## config.mk

```make
export PLATFORM = sky130hd
export DESIGN_NAME = multimode_test_reg
export DESIGN_NICKNAME = d
export VERILOG_FILES = /design/src/rtl/mtr_pkg.sv /design/src/rtl/mtr_feedback.sv /design/src/rtl/mtr_stage_mux.sv /design/src/rtl/mtr_state_reg.sv /design/src/rtl/multimode_test_reg.sv
export SDC_FILE = /design/constraint.sdc
export NUM_CORES = 1
export LEC_CHECK = 0
export CORE_AREA = 3 3 40 42
export CTS_CLUSTER_SIZE = 25
export DETAILED_ROUTE_END_ITERATION = 10
export DIE_AREA = 0 0 43 45
export HOLD_SLACK_MARGIN = 0.06
export SLEW_MARGIN = 20
export SYNTH_ARGS = -nofsm -noshare
export SYNTH_HDL_FRONTEND = slang
export SYNTH_SLANG_ARGS = --single-unit
```

## constraint.sdc

```tcl
create_clock -name clk -period 2.25 [get_ports clk]
set_input_delay 0.45 -clock clk [delete_from_list [all_inputs] [get_ports clk]]
set_output_delay 0.45 -clock clk [all_outputs]
set_load 0.005 [all_outputs]
```

## src/rtl/mtr_pkg.sv

```systemverilog
package mtr_pkg;

    typedef enum logic [1:0] {
        MODE_CLEAR    = 2'b00,
        MODE_LOAD     = 2'b01,
        MODE_SHIFT    = 2'b10,
        MODE_SELFTEST = 2'b11
    } mtr_mode_e;

    typedef struct packed {
        mtr_mode_e mode;
        logic      pattern_only;
    } mtr_ctrl_t;

    // Per-bit source selection derived from the control word
    typedef enum logic [1:0] {
        SRC_ZERO  = 2'b00,
        SRC_PAR   = 2'b01,
        SRC_CHAIN = 2'b10,
        SRC_MIX   = 2'b11
    } mtr_src_e;

    function automatic mtr_src_e src_of(input mtr_ctrl_t c);
        unique case (c.mode)
            MODE_CLEAR: return SRC_ZERO;
            MODE_LOAD:  return SRC_PAR;
            MODE_SHIFT: return SRC_CHAIN;
            default:    return c.pattern_only ? SRC_CHAIN : SRC_MIX;
        endcase
    endfunction

endpackage

```

## src/rtl/mtr_feedback.sv

```systemverilog
module mtr_feedback #(
    parameter int          W    = 3,
    parameter logic [W-1:0] TAPS = 3'b110
) (
    input  logic [W-1:0] state,
    output logic         fb
);
    // Parity of the tapped bits
    assign fb = ^(state & TAPS);
endmodule

```

## src/rtl/mtr_stage_mux.sv

```systemverilog
module mtr_stage_mux
    import mtr_pkg::*;
#(
    parameter int W = 3
) (
    input  mtr_ctrl_t    ctrl,
    input  logic [W-1:0] state,
    input  logic [W-1:0] par_in,
    input  logic         ser_in,
    input  logic         fb,
    output logic [W-1:0] nxt
);
    mtr_src_e src;
    logic     selftest;

    assign src      = src_of(ctrl);
    assign selftest = (ctrl.mode == MODE_SELFTEST);

    for (genvar i = 0; i < W; i++) begin : g_bit
        logic chain_bit;
        if (i == 0) begin : g_head
            // Head of chain: serial input in shift mode, feedback in self-test
            assign chain_bit = selftest ? fb : ser_in;
        end else begin : g_body
            assign chain_bit = state[i-1];
        end

        always_comb begin
            unique case (src)
                SRC_ZERO:  nxt[i] = 1'b0;
                SRC_PAR:   nxt[i] = par_in[i];
                SRC_CHAIN: nxt[i] = chain_bit;
                default:   nxt[i] = chain_bit ^ par_in[i];
            endcase
        end
    end
endmodule

```

## src/rtl/mtr_state_reg.sv

```systemverilog
module mtr_state_reg #(
    parameter int W = 3
) (
    input  logic         clk,
    input  logic [W-1:0] nxt,
    output logic [W-1:0] q
);
    always_ff @(posedge clk) begin
        q <= nxt;
    end
endmodule

```

## src/rtl/multimode_test_reg.sv

```systemverilog
module multimode_test_reg
    import mtr_pkg::*;
#(
    parameter int           W    = 3,
    parameter logic [W-1:0] TAPS = 3'b110
) (
    input  logic         clk,
    input  logic [1:0]   mode_sel,
    input  logic         pattern_only,
    input  logic [W-1:0] par_in,
    input  logic         ser_in,
    output logic [W-1:0] par_out,
    output logic         ser_out
);
    mtr_ctrl_t    ctrl;
    logic [W-1:0] state;
    logic [W-1:0] nxt;
    logic         fb;

    assign ctrl.mode         = mtr_mode_e'(mode_sel);
    assign ctrl.pattern_only = pattern_only;

    mtr_feedback #(.W(W), .TAPS(TAPS)) u_fb (
        .state (state),
        .fb    (fb)
    );

    mtr_stage_mux #(.W(W)) u_mux (
        .ctrl   (ctrl),
        .state  (state),
        .par_in (par_in),
        .ser_in (ser_in),
        .fb     (fb),
        .nxt    (nxt)
    );

    mtr_state_reg #(.W(W)) u_reg (
        .clk (clk),
        .nxt (nxt),
        .q   (state)
    );

    assign par_out = state;
    assign ser_out = state[W-1];
endmodule

```

-- Yosys cells after proc, flatten, opt, wreduce, memory -nomap -nowiden
Index checks and enable logic that the tools add are counted.
- equality and inequality tests: 5
- mux-type cells: 6
- bitwise logic cells: 3
- reductions and logical operators: 3
- operator list (cell ; count):
    1-bit case mux with 3 select lines ; 3
    2-bit == test, second input constant ; 3
    2-bit case mux with 3 select lines ; 1
    2-bit by 1-bit == test with 1-bit output, second input constant ; 2
    2-bit logical NOT ; 2
    3-bit XOR reduction ; 1
    1-bit bitwise XOR ; 3
    1-bit 2-to-1 mux ; 2
- bits in registers: 3
- input bits: 8
- output and inout bits: 4
- word-level logic and storage cells: 18

-- Longest topological paths before layout
- word-level depth: 4
- mapped depth: 4
- mapped depth without buffers: 3

-- Modules after synthesis
From an unflattened synthesis, not the netlist that was laid out.
- cells, all modules: 19
- area total of the unflattened synthesis: 166.4 um^2
- by module, submodules not included (module ; times used ; cells each ; area an instance (um^2) ; seq. area each (um^2)):
    mtr_stage_mux ; 1 ; 14 ; 90.1 ; 0.0
    mtr_state_reg ; 1 ; 3 ; 60.1 ; 60.1
    mtr_feedback ; 1 ; 1 ; 8.8 ; 0.0
    multimode_test_reg ; 1 ; 1 ; 7.5 ; 0.0

-- Least setup slack after synthesis
Ideal clock, no wire load.
- kind: input to register
- start: input port mode_sel[0]
- end: register u_reg.q[0]
- setup time: 0.127 ns
- data arrival time: 1.059 ns
- data required time: 2.123 ns
- slack: 1.064 ns
- stages on the path: 3
- buffers on the path: 1
- cell sequence: clkbuf_1 > o2111a_1 > or3_1
- cells in the longest elaborated chain, start to end: 4
- elaborated cells between the ends (all ways): 11
- those cells by class: 5 x eq/ne; 3 x mux; 1 x bitwise; 2 x reduce/logical
- RTL lines (what ; RTL line ; source):
    from (decl) ; multimode_test_reg.sv:8 ; input logic [1:0] mode_sel,
    2-bit == test (tied with other cells) ; mtr_pkg.sv:24 ; unique case (c.mode)
    2-bit case mux with 3 select lines or 1-bit 2-to-1 mux (tied branches) ; mtr_pkg.sv:24, mtr_stage_mux.sv:23 ;
    2-bit == test (tied with other cells) ; mtr_stage_mux.sv:29 ; unique case (src)
    1-bit case mux with 3 select lines (*) ; mtr_stage_mux.sv:29 ;
    named net nxt[0] ; multimode_test_reg.sv:17 ; logic [W-1:0] nxt;
    to (signal assigned) ; mtr_state_reg.sv:9 ; q <= nxt;
    to (decl) ; mtr_state_reg.sv:6 ; output logic [W-1:0] q
Mark *: on every way through the listed nets, which the timed path passes. The rest lies on a longest branch.

-- Worst setup path after layout
- start: register u_reg.q[1]
- end: output port par_out[1]
- RTL lines (what ; RTL line ; source):
    to (decl) ; multimode_test_reg.sv:12 ; output logic [W-1:0] par_out,
No word-level cell between the ends.

==> results.json <==
{
  "status": "complete, no violations",
  "die_w_um": 43,
  "synth_fa_ha_area_share_pct": 0,
  "top_register": "u_reg.q",
  "htreeDepth": 1,
  "synth_top_family_by_area": "compound AO/OA/AOI/OAI gates",
  "nNetsFinal": 45,
  "syn_inst": 23,
  "layout-drive-gt1-share_pct": 8.333,
  "critPathRequiredTime_ns": 1.80,
  "rsz0062_at_grt": "no",
  "arrival_ns": 1.15,
  "finalHoldViolations": 0,
  "die_area_um2": 1935,
  "clockBufferDepth": 2,
  "drv_cap": 0,
  "powerDensity_nw_per_um2": 662.8,
  "skew_ns": 0.003718,
  "cts_tree": "done",
  "cts_sinks": 3,
  "gp_congestion": 0.7269,
  "cts_resized": 0,
  "p_total_mw": 0.2164,
  "ctsHoldBuffers": 0,
  "criticalPathCategory": "reg -> out",
  "cp_num_buf_inv": 1,
  "drc": 0,
  "yosys_warnings": 0,
  "dr.pass1.iters": 4,
  "critPathSlowestCell": "clkdlybuf4s50_1",
  "yosys.area_share.simple_pct": 23.97,
  "holdCritPathClass": "reg -> reg",
  "regToRegStartpoint": "u_reg.q[1]",
  "rows": 13,
  "cpLargestDelayFamily": "buffers and inverters",
  "wire_per_inst_um": 9.843,
  "synth_mux_area_share_pct": 0,
  "grt_pass1_vias": 211,
  "die_h_um": 45,
  "grt_pass1_wl_um": 855,
  "yosys.cell_types.count": 14,
  "viasPerCell": 4.373,
  "insertion_delay_ns": 0.23,
  "largest_reg_flops": 3,
  "crit_chain": "clkdlybuf4s50_1",
  "synth.avg_cell_area_um2": 7.942,
  "p_leak_nw": 0.1294,
  "vias": 223,
  "worst_path_largest_cell_delay_ns": 0.53,
  "regToRegSetupSlack_ns": 1.06,
  "syn-num-nets": 31,
  "syn_area_um2": 182.7,
  "synth_compound_area_share_pct": 28.08,
  "irDropWorstVdd_mv": 0.1686,
  "numCtsBuffers": 3,
  "numPortBuffers": 11,
  "min_from": "u_reg.q[0]",
  "period_minus_slack_ns": 1.605,
  "postCtsSetupBuffers": 0,
  "ys_seq_area_share_pct": 32.88,
  "slew_headroom_pct": 83.07,
  "ios": 12,
  "synth.area.top_cells": "dfxtp_1 (33%), nand4b_1 (9.6%), o21ai_0 (8.2%)",
  "drtAntennaViolNets": 0,
  "crit_path_end_kind": "output pin",
  "setup_tns_ns": 0,
  "wl_um": 502,
  "syn_to_final_growth_pct": 78.77,
  "cp-start-kind": "flip-flop",
  "tightest_slew_ns": 0.2532,
  "path_clk_slew_ns": 0.04,
  "dr.first_iter.drc_count": 4,
  "grt_max_degree": 9,
  "largestRegisters": "u_reg.q x3",
  "fmax_mhz": 623.2,
  "finalCritPeriodShare_pct": 71.31,
  "ys_ff_latch": 3,
  "antennaDiodeCount": 0,
  "cts_root_buffer": "clkbuf_4",
  "antenna_found_initial": 0,
  "synthDominantCellAreaShare_pct": 32.88,
  "initial_core_util_pct": 14.22,
  "synth_xor_area_share_pct": 4.795,
  "synth_area_leader_cell": "dfxtp_1",
  "n_fill_cell": 145,
  "core_um2": 1285,
  "track_usage_pct": 6.495,
  "grt-ovfl-total": 0,
  "path_max_fanout": 5,
  "drv_slew": 0,
  "finalSetupViolCount": 0,
  "cp-startpoint": "u_reg.q[1]"
}
## final timing paths
path / end / cells past startpoint
setup / recovery: par_out[1] / 1
hold / removal: u_reg.q[1] / 2
hold reg to reg: u_reg.q[1] / 2
setup reg to reg: u_reg.q[0] / 3
## kinds of logic (layout without fill, tap and decap cells)
group,Yosys count,after routing
DFF,3,3
xor gates and xnor gates,1,1
and+or+nand+nor,7,7
buffers and inverters,4,17
AOI/OAI and AO/OA,8,8
## cell usage in the layout (no fill, tap or decap), drive strengths merged
cell type,netlist,final
o2111a,1,1
a21oi,2,2
clkdlybuf4s50,0,11
nor3,1,1
xor2,1,1
o21ai,3,3
or3,1,1
a22oi,2,2
nand3b,1,1
inv,2,2
nand2,2,2
dfxtp,3,3
clkbuf,1,4
nand4b,2,2
## synth_stat cells (all sizes together)
library cell,count
inv,2
o2111a,1
dfxtp,3
a22oi,2
a21oi,2
nand4b,2
nor3,1
xor2,1
clkbuf,1
buf,1
nand2,2
nand3b,1
o21ai,3
or3,1
## power by group
group	switching, mW	total (mW)	leakage (nW)	internal [mW]
Combinational	0.0186	0.0526	0.0893	0.0340
Sequential	0.00656	0.0669	0.0251	0.0603
Clock	0.0304	0.0970	0.0150	0.0666
Total	0.0555	0.216	0.129	0.161
## cell type report
class | instances | area (µm²) | share of cell area, %
Timing Repair Buffer | 11 | 110.1 | 33.72
Multi-Input combinational cell | 16 | 103.9 | 31.80
Sequential cell | 3 | 60.06 | 18.39
Clock buffer | 4 | 26.28 | 8.046
Tap cell | 15 | 18.77 | 5.747
Inverter | 2 | 7.507 | 2.299
## metal layers
layer | share of wire, % | wire (µm) | vias up | GRT usage [%]
met2 | 50 | 249 | 11 | 10.48
met5 | 0 | 0 | - | 0
met3 | 10 | 52 | 0 | 4.781
met1 | 40 | 200 | 103 | 6.024
li1 | - | - | 109 | -
met4 | 0 | 0 | 0 | 3.614
## through the flow
| step | std cells | setup WS [ns] | hold slack [ns] | util (%) | area, µm² |
|---|---|---|---|---|---|
| floorplan | 23 | 1.064 | 0.5419 | - | 182.7 |
| global placement | 47 | 0.5435 | 0.5815 | 23.37 | 300.3 |
| detailed placement | 47 | 0.5312 | 0.5749 | 23.37 | 300.3 |
| CTS | 51 | 0.6284 | 0.5870 | 25.41 | 326.6 |
| global route | 51 | 0.5808 | 0.6493 | 25.41 | 326.6 |
| finish | 51 | 0.6455 | 0.5899 | 25.41 | 326.6 |
No activity file was read; power rests on OpenSTA's default activity.
